===== src/rtl/shs_pkg.sv =====
package shs_pkg;

    typedef enum logic [1:0] {
        RS_DOWN,
        RS_HOLD,
        RS_RUN
    } rst_state_t;

    typedef enum logic [2:0] {
        BT_OFF,
        BT_RECOV,
        BT_LOAD,
        BT_WAIT,
        BT_HALT
    } bt_state_t;

endpackage


===== src/rtl/shs_tick_cnt.sv =====
// Tick interval counter: done pulses with the limit-th tick since clear.
module shs_tick_cnt #(
    parameter int CW = 8
) (
    input  logic          clk,
    input  logic          rst_n,
    input  logic          clr,
    input  logic          en,
    input  logic          tick,
    input  logic [CW-1:0] limit,
    output logic          done
);
    logic [CW-1:0] cnt_q;

    assign done = en && tick && (cnt_q == limit - 1'b1);

    always_ff @(posedge clk or negedge rst_n) begin
        if (!rst_n) begin
            cnt_q <= '0;
        end else if (clr) begin
            cnt_q <= '0;
        end else if (en && tick) begin
            cnt_q <= done ? '0 : cnt_q + 1'b1;
        end
    end
endmodule


===== src/rtl/shs_rst_ctrl.sv =====
// Processor reset sequencer: immediate assert, timed release.
module shs_rst_ctrl
    import shs_pkg::*;
#(
    parameter int CW         = 8,
    parameter int HOLD_TICKS = 200
) (
    input  logic clk,
    input  logic rst_n,
    input  logic tick,
    input  logic supply_ok,
    output logic cpu_rst_n
);
    localparam logic [CW-1:0] HOLD_LIM = CW'(HOLD_TICKS);

    rst_state_t state_q, state_d;
    logic       hold_done;

    shs_tick_cnt #(.CW(CW)) u_hold_cnt (
        .clk   (clk),
        .rst_n (rst_n),
        .clr   (state_q != RS_HOLD),
        .en    (state_q == RS_HOLD),
        .tick  (tick),
        .limit (HOLD_LIM),
        .done  (hold_done)
    );

    always_comb begin
        state_d = state_q;
        unique case (state_q)
            RS_DOWN: if (supply_ok) state_d = RS_HOLD;
            RS_HOLD: begin
                if (!supply_ok)     state_d = RS_DOWN;
                else if (hold_done) state_d = RS_RUN;
            end
            RS_RUN:  if (!supply_ok) state_d = RS_DOWN;
            default: state_d = RS_DOWN;
        endcase
    end

    always_ff @(posedge clk or negedge rst_n) begin
        if (!rst_n) state_q <= RS_DOWN;
        else        state_q <= state_d;
    end

    always_comb begin
        cpu_rst_n = (state_q == RS_RUN);
    end
endmodule


===== src/rtl/shs_batt_fsm.sv =====
// Battery test scheduler and warning latch.
module shs_batt_fsm
    import shs_pkg::*;
#(
    parameter int CW           = 8,
    parameter int REC_TICKS    = 150,
    parameter int PERIOD_TICKS = 1000,
    parameter int PULSE_TICKS  = 10
) (
    input  logic clk,
    input  logic rst_n,
    input  logic tick,
    input  logic supply_ok,
    input  logic batt_low,
    output logic load_en,
    output logic batt_warn
);
    localparam logic [CW-1:0] REC_LIM    = CW'(REC_TICKS);
    localparam logic [CW-1:0] PERIOD_LIM = CW'(PERIOD_TICKS);
    localparam logic [CW-1:0] PULSE_LIM  = CW'(PULSE_TICKS);

    bt_state_t     state_q, state_d;
    logic [CW-1:0] limit;
    logic          timed;
    logic          iv_done;
    logic          fail_q;
    logic          fail_now;
    logic          warn_q;

    always_comb begin
        unique case (state_q)
            BT_RECOV: limit = REC_LIM;
            BT_LOAD:  limit = PULSE_LIM;
            default:  limit = PERIOD_LIM;
        endcase
        timed = (state_q == BT_RECOV) || (state_q == BT_LOAD) || (state_q == BT_WAIT);
    end

    shs_tick_cnt #(.CW(CW)) u_iv_cnt (
        .clk   (clk),
        .rst_n (rst_n),
        .clr   (state_d != state_q),
        .en    (timed),
        .tick  (tick),
        .limit (limit),
        .done  (iv_done)
    );

    // result of the current test including the sample at this edge
    assign fail_now = fail_q || batt_low;

    always_comb begin
        state_d = state_q;
        if (!supply_ok) begin
            state_d = BT_OFF;
        end else begin
            unique case (state_q)
                BT_OFF:   state_d = BT_RECOV;
                BT_RECOV: if (iv_done) state_d = BT_LOAD;
                BT_LOAD:  if (iv_done) state_d = fail_now ? BT_HALT : BT_WAIT;
                BT_WAIT:  if (iv_done) state_d = BT_LOAD;
                BT_HALT:  state_d = BT_HALT;
                default:  state_d = BT_OFF;
            endcase
        end
    end

    always_ff @(posedge clk or negedge rst_n) begin
        if (!rst_n) state_q <= BT_OFF;
        else        state_q <= state_d;
    end

    always_ff @(posedge clk or negedge rst_n) begin
        if (!rst_n) begin
            fail_q <= 1'b0;
            warn_q <= 1'b0;
        end else begin
            if (state_q != BT_LOAD)  fail_q <= 1'b0;
            else if (batt_low)       fail_q <= 1'b1;
            if (state_q == BT_LOAD && supply_ok && iv_done) warn_q <= fail_now;
        end
    end

    always_comb begin
        load_en   = (state_q == BT_LOAD);
        batt_warn = warn_q;
    end
endmodule


===== src/rtl/shs_seal.sv =====
// Backup cell connect flag: set by a good supply, cleared only by the test reset.
module shs_seal (
    input  logic clk,
    input  logic seal_clr_n,
    input  logic supply_ok,
    output logic seal_en
);
    always_ff @(posedge clk or negedge seal_clr_n) begin
        if (!seal_clr_n)    seal_en <= 1'b0;
        else if (supply_ok) seal_en <= 1'b1;
    end
endmodule


===== src/rtl/supply_health_seq.sv =====
module supply_health_seq #(
    parameter int HOLD_TICKS   = 200,
    parameter int REC_TICKS    = 150,
    parameter int PERIOD_TICKS = 86400000,
    parameter int PULSE_TICKS  = 1000
) (
    input  logic clk,
    input  logic rst_n,
    input  logic seal_clr_n,
    input  logic tick,
    input  logic supply_ok,
    input  logic batt_low,
    output logic cpu_rst_n,
    output logic load_en,
    output logic batt_warn,
    output logic seal_en
);
    localparam int MAX_A  = (HOLD_TICKS > REC_TICKS) ? HOLD_TICKS : REC_TICKS;
    localparam int MAX_B  = (PERIOD_TICKS > PULSE_TICKS) ? PERIOD_TICKS : PULSE_TICKS;
    localparam int MAX_T  = (MAX_A > MAX_B) ? MAX_A : MAX_B;
    localparam int CW     = $clog2(MAX_T + 1);

    shs_rst_ctrl #(
        .CW         (CW),
        .HOLD_TICKS (HOLD_TICKS)
    ) u_rst_ctrl (
        .clk       (clk),
        .rst_n     (rst_n),
        .tick      (tick),
        .supply_ok (supply_ok),
        .cpu_rst_n (cpu_rst_n)
    );

    shs_batt_fsm #(
        .CW           (CW),
        .REC_TICKS    (REC_TICKS),
        .PERIOD_TICKS (PERIOD_TICKS),
        .PULSE_TICKS  (PULSE_TICKS)
    ) u_batt_fsm (
        .clk       (clk),
        .rst_n     (rst_n),
        .tick      (tick),
        .supply_ok (supply_ok),
        .batt_low  (batt_low),
        .load_en   (load_en),
        .batt_warn (batt_warn)
    );

    shs_seal u_seal (
        .clk        (clk),
        .seal_clr_n (seal_clr_n),
        .supply_ok  (supply_ok),
        .seal_en    (seal_en)
    );
endmodule


===== config.mk =====
export PLATFORM = sky130hd
export DESIGN_NAME = supply_health_seq
export DESIGN_NICKNAME = d
export VERILOG_FILES = /design/src/rtl/shs_pkg.sv /design/src/rtl/shs_tick_cnt.sv /design/src/rtl/shs_rst_ctrl.sv /design/src/rtl/shs_batt_fsm.sv /design/src/rtl/shs_seal.sv /design/src/rtl/supply_health_seq.sv
export SDC_FILE = /design/constraint.sdc
export NUM_CORES = 1
export LEC_CHECK = 0
export ABC_AREA = 1
export BUFFER_PORTS_ARGS = -buffer_cell sky130_fd_sc_hd__buf_2
export CORE_MARGIN = 2
export CORE_UTILIZATION = 59
export DETAILED_ROUTE_END_ITERATION = 10
export GPL_TIMING_DRIVEN = 0
export PLACE_DENSITY = 0.89
export SLEW_MARGIN = 10
export SYNTH_ARGS = -nofsm -noshare
export SYNTH_HDL_FRONTEND = slang
export SYNTH_HIERARCHICAL = 1
export SYNTH_SLANG_ARGS = --single-unit

===== constraint.sdc =====
create_clock -name clk -period 4.3 [get_ports clk]
set_input_delay 0.86 -clock clk [delete_from_list [all_inputs] [get_ports clk]]
set_output_delay 0.86 -clock clk [all_outputs]
set_load 0.01 [all_outputs]

Word level (Yosys, flattened, before mapping)
Index checks and enable logic that the tools add are counted.
- eq/ne operators: 14
- multiplexer cells: 19
- $add $sub $neg: 3
- bitwise operators: 0
- $mul: 0
- divide/modulo/power cells: 0
- shifts and indexed selects: 0
- magnitude comparators: 0
- reduce and logical (&&, ||, !) cells: 16
- operators by type and width (operator ; number):
    27-bit 2-to-1 mux ; 6
    27-bit by 1-bit adder with 27-bit output, second input constant ; 2
    27-bit one-hot mux with 2 select lines ; 1
    27-bit == test ; 1
    27-bit by 8-bit == test with 1-bit output, second input constant ; 1
    27-bit by 1-bit subtractor with 27-bit output, second input constant ; 1
    3-bit 2-to-1 mux ; 4
    3-bit one-hot mux with 4 select lines ; 1
    2-bit 2-to-1 mux ; 4
    3-bit by 2-bit == test with 1-bit output, second input constant ; 2
    1-bit logical AND ; 6
    3-bit by 2-bit != test with 1-bit output, second input constant ; 2
    2-bit one-hot mux with 3 select lines ; 1
    2-bit nonzero test ; 3
    2-bit != test, second input constant ; 2
    3-bit by 1-bit == test with 1-bit output, second input constant ; 1
    3-bit == test, second input constant ; 1
    3-bit logical NOT ; 1
    1-bit logical OR ; 3
    3-bit != test ; 1
    3-bit AND reduction ; 1
    2-bit by 1-bit == test with 1-bit output, second input constant ; 1
    2-bit == test, second input constant ; 1
    2-bit logical NOT ; 1
    other kinds (3) ; 4
- memory bits (writable): 0
- input port bits: 6
- word-level logic and storage cells: 59
- register bits: 62
- ROM bits: 0
- output and inout bits: 4
- memories: 0
- latch bits: 0

Logic depth before layout (Yosys ltp)
Gate-level depths: netlist of the first run.
- depth after elaboration: 10
- mapped depth: 31
- mapped depth without buffers: 30

Cells and area by module
Netlist of the first run, hierarchy kept.
- modules (own cells, without submodules) (module ; times used ; sequential area each (um^2) ; cells an instance ; area each (um^2)):
    shs_tick_cnt at u_rst_ctrl.u_hold_cnt ; 1 ; 675.6 ; 537 ; 3256.9
    shs_tick_cnt at u_batt_fsm.u_iv_cnt ; 1 ; 675.6 ; 440 ; 2808.9
    shs_batt_fsm ; 1 ; 125.1 ; 52 ; 334.1
    shs_rst_ctrl ; 1 ; 50.0 ; 18 ; 113.9
    shs_seal ; 1 ; 25.0 ; 4 ; 36.3

Least setup slack after synthesis of the first run
Ideal clock, no wire load.
- kind: flip-flop to flip-flop
- start point: register u_batt_fsm.state_q[0]
- end point: register u_batt_fsm.u_iv_cnt.cnt_q[14]
- path slack: 168 ps
- cell stages (with the launch flop): 31
- setup time: 74 ps
- required time: 4226 ps
- path buffers: 1
- period minus slack after synthesis: 4132 ps
- arrival: 4058 ps
- cell sequence: dfrtp_1 > inv_2 > nand2_2 > nor2_4 > inv_2 > o21ai_1 > inv_1 > nor2_2 > nand2_1 > nor2_2 > nand2_2 > nand2_1 > nand2_1 > inv_1 > nand2_1 > nor2_1 > nand2_1 > nor2_2 > nand3_2 > inv_1 > o21ai_0 > nand2_2 > nand2_2 > nand3_1 > nand2_1 > inv_1 > nand2_1 > nor2_1 > clkbuf_1 > nand2_1 > o21ai_2
- longest elaborated chain between the ends: 10
- elaborated cells between the ends (all ways): 22
- classes of those cells: add/sub: 1; eq/ne: 6; mux: 8; reduce/logical: 7
- RTL lines (element ; line ; source):
    start: declaration ; shs_batt_fsm.sv:22 ; bt_state_t state_q, state_d;
    start signal: assignment ; shs_batt_fsm.sv:70 ; else state_q <= state_d;
    3-bit by 2-bit == test with 1-bit output (*) ; n/a ;
    via load_en ; supply_health_seq.sv:14 ; output logic load_en,
    27-bit one-hot mux with 2 select lines (*) ; shs_batt_fsm.sv:31 ; unique case (state_q)
    via u_batt_fsm.limit[7] ; shs_batt_fsm.sv:23 ; logic [CW-1:0] limit;
    27-bit by 1-bit subtractor with 27-bit output (*) ; shs_tick_cnt.sv:15 ; assign done = en && tick && (cnt_q == limit - 1'b1);
    27-bit == test (*) ; shs_tick_cnt.sv:15 ;
    1-bit logical AND (*) ; shs_tick_cnt.sv:15 ;
    via u_batt_fsm.iv_done ; shs_batt_fsm.sv:25 ; logic iv_done;
    3-bit 2-to-1 mux, on equally long branches ; shs_batt_fsm.sv:59, shs_batt_fsm.sv:61, shs_batt_fsm.sv:60 ;
    3-bit one-hot mux with 4 select lines ; shs_batt_fsm.sv:57 ; unique case (state_q)
    3-bit 2-to-1 mux ; shs_batt_fsm.sv:54 ; if (!supply_ok) begin
    3-bit != test ; shs_batt_fsm.sv:42 ; .clr (state_d != state_q),
    27-bit 2-to-1 mux / 2-bit nonzero test (equally long branches) ; n/a ;
    end signal: assignment ; shs_tick_cnt.sv:23 ; cnt_q <= done ? '0 : cnt_q + 1'b1;
    end: declaration ; shs_tick_cnt.sv:13 ; logic [CW-1:0] cnt_q;
Mark *: on every way through the listed nets, which the timed path passes. The rest lies on a longest branch. The select of a mux whose other input is x is not followed.
A chain may end at the register's enable or synchronous reset.

Worst setup path in the final report of the first run
- start point: register u_batt_fsm.state_q[2]
- end point: register u_batt_fsm.u_iv_cnt.cnt_q[2]
- longest elaborated chain between the ends: 10
- elaborated cells between the ends (all ways): 22
- classes of those cells: add/sub: 1; eq/ne: 6; mux: 8; reduce/logical: 7
- RTL lines (element ; line):
    3-bit by 2-bit == test with 1-bit output / 3-bit by 1-bit == test with 1-bit output (equally long branches) ; shs_batt_fsm.sv:31
    27-bit one-hot mux with 2 select lines (*) ; shs_batt_fsm.sv:31
    via u_batt_fsm.limit[7] ; shs_batt_fsm.sv:23
    27-bit by 1-bit subtractor with 27-bit output (*) ; shs_tick_cnt.sv:15
    27-bit == test (*) ; shs_tick_cnt.sv:15
    1-bit logical AND (*) ; shs_tick_cnt.sv:15
    via u_batt_fsm.iv_done ; shs_batt_fsm.sv:25
    3-bit 2-to-1 mux, on equally long branches ; shs_batt_fsm.sv:59, shs_batt_fsm.sv:61, shs_batt_fsm.sv:60
    3-bit one-hot mux with 4 select lines ; shs_batt_fsm.sv:57
    3-bit 2-to-1 mux ; shs_batt_fsm.sv:54
    3-bit != test ; shs_batt_fsm.sv:42
    27-bit 2-to-1 mux / 2-bit nonzero test (equally long branches) ; n/a
Marked as above.

==> impl_metrics.env, run 1 <==
export IMPL_status="finished, final reports clean"
export IMPL_drc_errors=0
export IMPL_io_buffers=9
export IMPL_synth_top_family_by_area="simple AND/OR/NAND/NOR gates"
export IMPL_synth_ff_type="dfrtp_1"
export IMPL_post_synth_cell_area_avg_um2=6.23
export IMPL_final_core_util_pct=69.6
export IMPL_timing_rr_end="u_batt_fsm/u_iv_cnt/cnt_q[2]$_DFFE_PN0P_"
export IMPL_tns_ns=0
export IMPL_gr_usage_all_layers_pct=28.4
export IMPL_worstMarginPinSlew_ns=0.800
export IMPL_r2r_start="u_batt_fsm/state_q[2]$_DFF_PN0_"
export IMPL_drt_wl_total_um=16300
export IMPL_synth_edf_count=0
export IMPL_fmax_ghz=0.249
export IMPL_grt_max_degree=62
export IMPL_dr_wl_met2_um=7420
export IMPL_grt_overflow_total=0
export IMPL_core_area_um2=10800
export IMPL_area_delta_synth_final_pct=15.2
export IMPL_highest_layer="met4"
export IMPL_power_density_nw_per_um2=188
export IMPL_async_reset_ff_share_pct=100
export IMPL_drv_slew=0
export IMPL_setup_viol=0
export IMPL_synthTopCellsByArea="dfrtp_1 24%, nand2_1 19%, nor2_1 8.7%"
export IMPL_dieArea_um2=12000
export IMPL_dieWidth_um=109
export IMPL_crit_top_cell="nand2_1"
export IMPL_wl_met1_um=7560
export IMPL_fin_crit_ns=4.01
export IMPL_cap_violations=0
export IMPL_synthXorXnorAreaFrac_pct=11.8
export IMPL_fin_crit_sh_pct=93.3
export IMPL_timing_hold_ws_ns=0.266
export IMPL_synthSimpleGateAreaFrac_pct=47.8
export IMPL_detailedRoute_firstIterationViolations=799
export IMPL_finalClockSkew_ns=0.00832
export IMPL_numClockSinks=62
export IMPL_drtAntennaViolNets=0
export IMPL_met3WireLength_um=1070
export IMPL_path_clk_slew_ns=0.07
export IMPL_synthMuxAreaShare_pct=0
export IMPL_nets=1202
export IMPL_worst_setup_path_end_kind="flop"
export IMPL_hold_violations=0
export IMPL_synth_top_cell_area_share_pct=23.7
export IMPL_die_y_um=109
export IMPL_fillCellCount=903
export IMPL_synth_seq_cells=62
export IMPL_globalplace_congestion=0.906
export IMPL_cts_root_buffer="clkbuf_8"
export IMPL_synthAdderAreaFrac_pct=0.764
export IMPL_first_global_vias=5961
export IMPL_cts_tree="done"
export IMPL_clk_latency_ns=0.36
export IMPL_arrival_ns=4.30
export IMPL_rr_worst_depth=29
export IMPL_boundaryPins=10
export IMPL_antenna_found_initial=0
export IMPL_synth_yosys_warnings=6
export IMPL_wl_per_cell_um=12.2
export IMPL_power_mw=1.42
export IMPL_p_leak_nw=3.95
export IMPL_synth_cell_types=42
export IMPL_final_cells=1335
export IMPL_drive_gt1_share_pct=12.5
export IMPL_synth_seq_area_share_pct=23.7
export IMPL_crit_path_start_kind="flop"
export IMPL_crit_end="u_batt_fsm/u_iv_cnt/cnt_q[2]$_DFFE_PN0P_"
export IMPL_antenna_cells=0
export IMPL_hold_class="input pin to asynchronous set/reset pin"
export IMPL_worstSetupPathType="flop to flop"
export IMPL_critical_path_max_fanout=13
export IMPL_viasPerCell=5.05
export IMPL_grt_pass1_wl_um=26800
export IMPL_row_count=38
export IMPL_cts_buffers=9
export IMPL_syn_area_um2=6550
export IMPL_cts_htree_levels=3
export IMPL_yosysTopAreaCell="dfrtp_1"
export IMPL_r2r_setup_slack_ns=0.29
export IMPL_dr_pass1_iters=7
export IMPL_dp_cells=1308
export IMPL_cts_buffer_depth=2
export IMPL_required_ns=4.59
export IMPL_num_vias=6744
export IMPL_start_util_pct=60.4
export IMPL_synth_compound_area_share_pct=6.28
export IMPL_maxSlewHeadroom_pct=46.7
export IMPL_ir_drop_v=0.000194
export IMPL_max_stage_delay_ns=0.49
export IMPL_dp_hpwl_um=12200
export IMPL_syn_inst=1051
export IMPL_worstSetupStartpoint="u_batt_fsm/state_q[2]$_DFF_PN0_"
export IMPL_crit_slowest_cell="dfrtp_2"
sequential cells by signal, indices dropped and copies added (netlist names):
register and flops:
u_batt_fsm/state_q 3, u_rst_ctrl/state_q 2, u_batt_fsm/batt_warn 1, u_rst_ctrl/u_hold_cnt/cnt_q 27, u_batt_fsm/fail_q 1, u_seal/seal_en 1
u_batt_fsm/u_iv_cnt/cnt_q 27
what timing repair did:
action	CTS	global route
setup endpoints to repair	27	27
setup buffers	3	8
pin swaps	1	3
resized for setup	10	16
cloned	2	0
hold buffers	0	0
cell families (layout without fill, tap and decap cells):
kind of cell    Yosys count  in the layout
simple gates            679            680
buf+inv                 153            188
xor+xnor                 88             88
compound gates           62             62
flops                    62             62
fa+ha+maj                 4              4
other cells               3            111
synthesized netlist by cell type (2+ instances only):
library cell and count:
buf_8 2, nor2_8 4, o21ai_2 20, o21ai_0 21, xor2_1 65, buf_4 2
nor2_1 152, buf_6 2, clkbuf_1 7, inv_1 132, a21oi_1 5, nor3_2 3
dfrtp_1 62, o21bai_1 4, conb_1 3, nand2_1 337, nand4_1 18, nand2_2 13
nand3_1 72, buf_2 3, nor3_1 13, nand3_2 21, nand3b_1 9, ha_1 4
nor4_1 6, xnor2_1 23, nand2_4 4, o21ai_1 7, nor2_2 17, inv_2 4
nor2_4 5
routing by layer:
metal  vias up  global-route usage [%]
li1       3441                       -
met1      3061                    39.9
met2       208                    45.1
met3        34                    4.62
met4         0                    8.05
met5         -                       0
area by class of cell:
type,instances,area (um2),share of cell area [%]
inverter,137,520,6.90
buffer,16,120,1.59
clock buffer,13,159,2.11
timing repair buffer,20,143,1.89
timing repair inverter,1,7.51,0.0995
tap,140,175,2.32
clock inverter,1,30.0,0.398
multi-input combinational,945,4840,64.1
sequential,62,1550,20.6
stage by stage:
stage | cell area, um2 | worst slack, ns
after global placement | 7180 | -0.894
after detailed placement | 7180 | -0.999
after global routing | 7540 | -0.0174
after floorplan | 6960 | 0.168
final | 7540 | 0.288
after CTS | 7450 | 0.0276
where the power goes:
group	switching, mW	total [mW]	internal [mW]
clock network	0.228	0.522	0.294
registers	0.00869	0.599	0.591
logic	0.201	0.298	0.0969
total	0.438	1.42	0.981
worst min path at each step:
| stage | from | endpoint | slack (ns) | cells past startpoint |
|---|---|---|---|---|
| global route | seal_clr_n | u_seal/seal_en$_DFFE_PN0P_ | 0.26 | 1 |
| detailed placement | u_seal/seal_en$_DFFE_PN0P_ | u_seal/seal_en$_DFFE_PN0P_ | 0.44 | 2 |
| global placement | u_seal/seal_en$_DFFE_PN0P_ | u_seal/seal_en$_DFFE_PN0P_ | 0.43 | 2 |
| finish | seal_clr_n | u_seal/seal_en$_DFFE_PN0P_ | 0.27 | 1 |
| CTS | seal_clr_n | u_seal/seal_en$_DFFE_PN0P_ | 0.25 | 1 |
| floorplan | u_batt_fsm/fail_q$_DFFE_PN0P_ | u_batt_fsm/fail_q$_DFFE_PN0P_ | 0.48 | 2 |
critical path, delay by kind of cell (launching register included):
kind | cells | cell delay (ns)
flip-flops | 1 | 0.49
AO/OA/AOI/OAI | 3 | 0.53
buffers and inverters | 7 | 0.91
AND/OR/NAND/NOR | 19 | 2.00
layout by cell type, fill, tap and decap left out, types with 2 or more instances in the layout:
master      count
nor4_1          6
a21oi_1         5
nand4_1        18
nand3b_1        9
buf_4          14
buf_8           2
clkinvlp_4      2
nand3_1        72
nor3_2          3
nor2_8          4
inv_1         130
nand2_2        13
nor2_1        147
buf_2          11
xor2_1         65
dfrtp_1        61
ha_1            4
o21ai_2        20
xnor2_1        23
o21ai_0        21
o21bai_1        4
nor2_4         10
clkbuf_8       11
o21ai_1         6
nand2_1       337
conb_1        111
inv_2           4
nor3_1         13
nand2_4         4
nand3_2        21
nor2_2         18
buf_6           3
clkbuf_1        7
Note: power is estimated with default switching activity, not from simulation.
==> run 2: changes to the inputs <==
Settings changed: CORE_UTILIZATION 59 to 57, PLACE_DENSITY 0.89 to 0.88, SYNTH_HIERARCHICAL 1 to unset.
==> run 2 against run 1 <==
Synthesized cell count decreased by 43%. Non-clock buffer count decreased by 16. Combinational power decreased by 63%. Clock-buffer cell count decreased by 2. Clock skew decreased by 0.0023 ns. Die area decreased by 32%.
==> impl_metrics.env, run 2 <==
export IMPL_globalplace_congestion=0.981
export IMPL_cts_buffers=9
export IMPL_worstMarginPinSlew_ns=0.772
export IMPL_synth_seq_area_share_pct=36.4
export IMPL_start_util_pct=58.7
export IMPL_boundaryPins=10
export IMPL_fin_crit_sh_pct=85.6
export IMPL_wl_per_cell_um=14.4
export IMPL_syn_inst=598
export IMPL_reg_top3="u_batt_fsm.u_iv_cnt.cnt_q: 27 flops, u_rst_ctrl.u_hold_cnt.cnt_q: 27 flops, u_batt_fsm.state_q: 3 flops"
export IMPL_row_count=31
export IMPL_worst_path_buf_inv=6
export IMPL_hold_class="input pin to asynchronous set/reset pin"
export IMPL_fmax_ghz=0.272
export IMPL_synth_seq_cells=62
export IMPL_r2r_start="u_batt_fsm.state_q[1]$_DFF_PN0_"
export IMPL_crit_path_start_kind="flop"
export IMPL_gr_usage_all_layers_pct=27.2
export IMPL_core_area_um2=7250
export IMPL_layout_commonest_cell="nand2_1"
export IMPL_cts_htree_levels=3
export IMPL_wl_met1_um=4440
export IMPL_first_global_vias=4062
export IMPL_rr_worst_depth=23
export IMPL_critPathTopFamily="simple AND/OR/NAND/NOR gates"
export IMPL_holdBufCountCts=0
export IMPL_drv_slew=0
export IMPL_p_leak_nw=1.98
export IMPL_hold_violations=0
export IMPL_dieArea_um2=8180
export IMPL_power_mw=1.21
export IMPL_setup_viol=0
export IMPL_num_vias=4163
export IMPL_dieWidth_um=90.5
export IMPL_synthTopCellsByArea="dfrtp_1 36%, nand2_1 12%, inv_1 8.2%"
export IMPL_cts_root_buffer="clkbuf_8"
export IMPL_fin_crit_ns=3.68
export IMPL_path_cells="inv_1 -> nor3_2 -> inv_1 -> ha_1 -> clkbuf_1 -> inv_1 -> ha_1 -> inv_1 -> nand2_1 -> nand2_1 -> nand2_1 -> nor2_1 -> nand2_1 -> nor2_1 -> nand3_2 -> nand2_1 -> nand2_1 -> nand2_1 -> nand2_1 -> nand2_1 -> nand3_4 -> buf_6 -> nor3_2"
export IMPL_highest_layer="met4"
export IMPL_dr_wl_met2_um=4850
export IMPL_crit_top_cell="nand2_1"
export IMPL_met3WireLength_um=889
export IMPL_syn_nets=612
export IMPL_grt_overflow_total=0
export IMPL_critical_path_max_fanout=10
export IMPL_grt_max_degree=62
export IMPL_antenna_cells=0
export IMPL_drive_gt1_share_pct=10.6
export IMPL_post_synth_cell_area_avg_um2=7.12
export IMPL_r2r_setup_slack_ns=0.62
export IMPL_drc_errors=0
export IMPL_path_clk_slew_ns=0.07
export IMPL_syn_area_um2=4260
export IMPL_yosysTopAreaCell="dfrtp_1"
export IMPL_required_ns=4.56
export IMPL_synth_ff_type="dfrtp_1"
export IMPL_synth_most_common_cell="nand2_1"
export IMPL_arrival_ns=3.94
export IMPL_io_buffers=8
export IMPL_drt_wl_total_um=10400
export IMPL_drtAntennaViolNets=0
export IMPL_power_density_nw_per_um2=263
export IMPL_rsz0062_at_grt="no"
export IMPL_tns_ns=0
export IMPL_numClockSinks=62
export IMPL_cap_violations=0
export IMPL_antenna_found_initial=0
export IMPL_detailedRoute_firstIterationViolations=396
export IMPL_max_stage_delay_ns=0.47
export IMPL_timing_rr_end="u_batt_fsm.u_iv_cnt.cnt_q[11]$_DFFE_PN0P_"
export IMPL_nets=631
export IMPL_finalClockSkew_ns=0.00603
export IMPL_post_cts_setup_buffer_count=0
export IMPL_dr_pass1_iters=5
export IMPL_synth_commonest_cells="133 x nand2_1, 93 x inv_1, 64 x nor2_1"
export IMPL_async_reset_ff_share_pct=100
export IMPL_ir_drop_v=0.000170
export IMPL_mostFrequentLayoutCells="133 x nand2_1, 93 x inv_1, 64 x nor2_1, 62 x dfrtp_1, 55 x nand3_1"
export IMPL_ctsResizeCount=0
export IMPL_synth_edf_count=0
export IMPL_synth_top_cell_area_share_pct=36.4
export IMPL_worst_setup_path_end_kind="flop"
export IMPL_clk_latency_ns=0.35
export IMPL_cts_buffer_depth=2
export IMPL_dp_hpwl_um=7430
export IMPL_worstSetupPathType="flop to flop"
export IMPL_grt_pass1_wl_um=18100
export IMPL_cts_tree="done"
export IMPL_synth_cell_types=40
export IMPL_die_y_um=90.5
export IMPL_synth_yosys_warnings=0
export IMPL_status="finished, final reports clean"
export IMPL_area_delta_synth_final_pct=8.37
export IMPL_viasPerCell=5.77
export IMPL_crit_slowest_cell="dfrtp_1"
export IMPL_maxSlewHeadroom_pct=48.5
run 2: cell types whose count changed in the layout (fill, tap and decap cells not counted), moves of 15 or more:
cell,change
nor2_2,-15
nor2_1,-83
inv_1,-37
nand2_1,-204
xnor2_1,-21
o21ai_2,-20
nor3_2,+20
nand3_1,-17
xor2_1,-46
nand3_2,-19
conb_1,-111
run 2: cell type report:
cell class,count,area [um2]
Sequential cell,62,1550
Clock inverter,5,58.8
Multi-Input combinational cell,427,2270
Timing Repair Buffer,8,42.5
Buffer,12,78.8
Clock buffer,11,131
Fill cell,624,2640
Inverter,97,364
Tap cell,99,124
run 2: power by group:
group          switching (mW)  leakage (nW)  internal (mW)
sequential            0.00855         0.855          0.588
combinational          0.0794          1.03         0.0321
clock                   0.236        0.0899          0.269
run 2: worst reg2reg max path, stage by stage, from the launching register on:
cell	delay (ns)
dfrtp_1	0.47
inv_1	0.12
nor3_2	0.31
inv_1	0.20
ha_1	0.24
clkbuf_1	0.21
inv_1	0.16
ha_1	0.28
inv_1	0.06
nand2_1	0.04
nand2_1	0.05
nand2_1	0.05
nor2_1	0.13
nand2_1	0.07
nor2_1	0.13
nand3_2	0.16
nand2_1	0.09
nand2_1	0.05
nand2_1	0.08
nand2_1	0.07
nand2_1	0.12
nand3_4	0.16
buf_6	0.20
nor3_2	0.13
run 2: stage by stage:
stage	std cells	hold WS [ns]	cell area (um2)	setup slack (ns)	utilization, %
5_1_grt	721	0.238	4620	0.220	63.7
3_5_place_dp	705	0.454	4430	0.698	61.0
4_1_cts	721	0.255	4620	0.655	63.7
3_3_place_gp	705	0.446	4420	0.804	61.0
6_report	721	0.268	4620	0.620	63.7
2_1_floorplan	598	0.473	4260	1.23	-
run 2: how the worst max path moves through the flow:
stage,endpoint,from,cells after the start
6_report,u_batt_fsm.u_iv_cnt.cnt_q[11]$_DFFE_PN0P_,u_batt_fsm.state_q[1]$_DFF_PN0_,23
4_1_cts,u_batt_fsm.u_iv_cnt.cnt_q[11]$_DFFE_PN0P_,u_batt_fsm.state_q[1]$_DFF_PN0_,23
3_3_place_gp,u_batt_fsm.u_iv_cnt.cnt_q[18]$_DFFE_PN0P_,u_batt_fsm.state_q[1]$_DFF_PN0_,22
5_1_grt,u_batt_fsm.u_iv_cnt.cnt_q[11]$_DFFE_PN0P_,u_batt_fsm.state_q[1]$_DFF_PN0_,23
2_1_floorplan,u_batt_fsm.u_iv_cnt.cnt_q[12]$_DFFE_PN0P_,u_batt_fsm.state_q[1]$_DFF_PN0_,22
3_5_place_dp,u_batt_fsm.u_iv_cnt.cnt_q[18]$_DFFE_PN0P_,u_batt_fsm.state_q[1]$_DFF_PN0_,22
run 2: per-layer routing:
metal  track usage, %  vias to the layer above
met5                0                        -
met4             8.97                        0
li1                 -                     1988
met2             43.4                      203
met1             36.3                     1943
met3             7.10                       29
run 2: cells by family (layout without fill, tap and decap cells):
group | count (synthesis) | count (layout) | synth area share (%)
AO/OA/AOI/OAI | 64 | 64 | 8.61
XOR/XNOR | 21 | 21 | 4.32
flip-flops | 62 | 62 | 36.4
AND/OR/NAND/NOR | 334 | 334 | 37.9
adder cells (fa/ha/maj) | 8 | 8 | 2.35
buffers and inverters | 109 | 133 | 10.4
==> run 3: changes to the inputs <==
Settings changed: ABC_AREA 1 to unset, CORE_UTILIZATION 57 to 56, PLACE_DENSITY 0.88 to 0.87.
==> run 3 against run 2 <==
Sequential cell count unchanged. Setup slack better by 0.078 ns. Fmax rose by 2.2%. First-iteration DRC count fell by 40%. Largest cell class unchanged. Routed wire length down 26%. Combinational power fell by 31%. Critical path type unchanged. Clock skew up 0.0045 ns.
==> impl_metrics.env, run 3 <==
export IMPL_placed_area_um2=3650
export IMPL_core_area_um2=5990
export IMPL_numClockSinks=62
export IMPL_detailedRoute_firstIterationViolations=239
export IMPL_critPathTopFamily="simple AND/OR/NAND/NOR gates"
export IMPL_synthMuxAreaShare_pct=0
export IMPL_status="finished, final reports clean"
export IMPL_yosysTopAreaCell="dfrtp_1"
export IMPL_synth_seq_area_share_pct=44.2
export IMPL_synthXorXnorAreaFrac_pct=7.98
export IMPL_synth_commonest_cells="62 x dfrtp_1, 51 x nor2_1, 37 x o21ai_0"
export IMPL_gr_usage_all_layers_pct=23.7
export IMPL_cts_buffer_depth=2
export IMPL_cts_root_buffer="clkbuf_8"
export IMPL_die_y_um=83.2
export IMPL_synth_top_family_by_area="simple AND/OR/NAND/NOR gates"
export IMPL_cts_tree="done"
export IMPL_drt_wl_total_um=7720
export IMPL_globalplace_congestion=0.899
export IMPL_mostFrequentLayoutCells="62 x dfrtp_1, 51 x nor2_1, 37 x o21ai_0, 31 x nand2_1, 25 x nand3_1"
export IMPL_required_ns=4.52
export IMPL_syn_inst=392
export IMPL_post_cts_setup_buffer_count=0
export IMPL_worstMarginPinSlew_ns=0.939
export IMPL_path_cells="clkbuf_1 -> or3_2 -> ha_1 -> clkbuf_1 -> inv_1 -> ha_1 -> inv_1 -> a2111o_1 -> a2111oi_4 -> nand4_1 -> nand2_2 -> buf_6 -> nor2_1"
export IMPL_first_global_vias=2819
export IMPL_pre_cts_ws_ns=0.750
export IMPL_drive_gt1_share_pct=9.13
export IMPL_design_area_um2=3850
export IMPL_synth_edf_count=0
export IMPL_synth_top_cell_area_share_pct=44.2
export IMPL_grt_overflow_total=0
export IMPL_row_count=28
export IMPL_clk_latency_ns=0.34
export IMPL_dieArea_um2=6920
export IMPL_synth_compound_area_share_pct=16.7
export IMPL_wl_per_cell_um=15.7
export IMPL_nets=425
export IMPL_ctsResizeCount=0
export IMPL_drc_errors=0
export IMPL_finalClockSkew_ns=0.0106
export IMPL_synth_seq_cells=62
export IMPL_synth_ff_type="dfrtp_1"
export IMPL_cts_htree_levels=3
export IMPL_max_stage_delay_ns=0.60
export IMPL_fin_ws_ns=0.698
export IMPL_crit_path_start_kind="flop"
export IMPL_boundaryPins=10
export IMPL_cts_buffers=9
export IMPL_cap_violations=0
export IMPL_num_vias=3034
export IMPL_path_clk_slew_ns=0.07
export IMPL_dr_pass1_iters=5
export IMPL_synthAdderAreaFrac_pct=2.85
export IMPL_grt_pass1_wl_um=13300
export IMPL_grt_max_degree=62
export IMPL_drtAntennaViolNets=0
export IMPL_fmax_ghz=0.278
export IMPL_fin_crit_ns=3.60
export IMPL_syn_area_um2=3510
export IMPL_drv_slew=0
export IMPL_synth_yosys_warnings=0
export IMPL_final_cells=491
export IMPL_syn_nets=406
export IMPL_hold_class="input pin to asynchronous set/reset pin"
export IMPL_arrival_ns=3.82
export IMPL_rsz0062_at_grt="no"
export IMPL_post_synth_cell_area_avg_um2=8.96
export IMPL_synth_most_common_cell="dfrtp_1"
export IMPL_setup_viol=0
export IMPL_start_util_pct=58.6
export IMPL_worst_path_buf_inv=5
export IMPL_ir_drop_v=0.000276
export IMPL_synth_cell_types=51
export IMPL_synthTopCellsByArea="dfrtp_1 44%, nor2_1 5.5%, o21ai_0 5.3%"
export IMPL_viasPerCell=6.18
export IMPL_holdBufCountCts=0
export IMPL_dp_cells=475
export IMPL_hold_violations=0
export IMPL_reg_top3="u_batt_fsm.u_iv_cnt.cnt_q: 27 flops, u_rst_ctrl.u_hold_cnt.cnt_q: 27 flops, u_batt_fsm.state_q: 3 flops"
export IMPL_crit_slowest_cell="or3_2"
export IMPL_power_density_nw_per_um2=309
export IMPL_worst_setup_path_end_kind="flop"
export IMPL_p_leak_nw=1.59
export IMPL_dieWidth_um=83.2
export IMPL_antenna_found_initial=0
export IMPL_fin_crit_sh_pct=83.8
export IMPL_layout_commonest_cell="dfrtp_1"
export IMPL_antenna_cells=0
export IMPL_dp_hpwl_um=5420
export IMPL_worstSetupPathType="flop to flop"
export IMPL_synthSimpleGateAreaFrac_pct=24.3
export IMPL_maxSlewHeadroom_pct=35.8
export IMPL_critical_path_max_fanout=10
export IMPL_io_buffers=8
export IMPL_async_reset_ff_share_pct=100
export IMPL_tns_ns=0
export IMPL_area_delta_synth_final_pct=9.62
==> run 3: cell count changes in the layout (fill, tap and decap cells not counted), moves of 9 or more <==
cell	before	now
nor3_1	20	4
nand2_1	133	31
o22ai_1	13	4
xnor2_1	2	13
nor3_2	23	0
nand3_1	55	25
inv_1	93	11
nor2_1	64	51
==> run 3: logic make-up after synthesis <==
kind of cell / count (synthesis)
AND/OR/NAND/NOR: 169
AO/OA/AOI/OAI: 90
flip-flops: 62
XOR/XNOR: 32
buffers and inverters: 31
adder cells (fa/ha/maj): 8
==> run 3: area by class of cell <==
class / count / area [um2]
fillers: 476 / 2140
multi-input cells: 299 / 1820
flip-flops and latches: 62 / 1550
clock buffers: 13 / 159
plain buffers: 20 / 100
well taps: 75 / 93.8
clock inverters: 3 / 42.5
repair buffers: 8 / 42.5
inverters: 11 / 41.3
==> run 3: power by group <==
| group | total, mW | switching, mW | internal [mW] | leakage [nW] |
|---|---|---|---|---|
| combinational | 0.0770 | 0.0532 | 0.0239 | 0.635 |
| clock | 0.522 | 0.223 | 0.299 | 0.0996 |
| sequential | 0.591 | 0.00410 | 0.587 | 0.854 |
| total | 1.19 | 0.280 | 0.910 | 1.59 |
==> run 3: through the flow <==
step           util [%]  hold WS, ns  power (mW)
5_1_grt            64.3        0.272        1.23
2_1_floorplan         -        0.409       0.651
3_5_place_dp       60.9        0.426       0.678
4_1_cts            64.3        0.277        1.19
3_3_place_gp       60.9        0.418       0.675
6_report           64.3        0.286        1.19
==> run 3: worst paths after layout <==
check | start | end | slack, ns | cells past startpoint
max | u_batt_fsm.state_q[0]$_DFF_PN0_ | u_batt_fsm.u_iv_cnt.cnt_q[9]$_DFFE_PN0P_ | 0.70 | 13
min | seal_clr_n | u_seal.seal_en$_DFFE_PN0P_ | 0.29 | 1
max reg2reg | u_batt_fsm.state_q[0]$_DFF_PN0_ | u_batt_fsm.u_iv_cnt.cnt_q[9]$_DFFE_PN0P_ | 0.70 | 13
min reg2reg | u_rst_ctrl.state_q[1]$_DFFE_PN0P_ | u_rst_ctrl.state_q[0]$_DFFE_PN0P_ | 0.44 | 1
max in group asynchronous | rst_n | u_batt_fsm.fail_q$_DFFE_PN0P_ | 3.20 | 1
min in group clk | u_rst_ctrl.state_q[1]$_DFFE_PN0P_ | u_rst_ctrl.state_q[0]$_DFFE_PN0P_ | 0.44 | 1
==> run 3: metal layers <==
layer	routed length, um	vias to the layer above	global-route usage [%]
met5	0	-	0
met4	104	0	6.41
met3	488	14	6.06
met2	3530	124	36.1
met1	3590	1431	33.7
li1	-	1465	-
==> run 3: worst register-to-register path: cells and delay by family (launching register included) <==
kind / cells / cell delay [ns]
AOI/OAI and AO/OA: 2 / 0.78
adders and majority gates: 2 / 0.41
buffers and inverters: 5 / 0.74
DFF: 1 / 0.36
and+or+nand+nor: 4 / 1.19
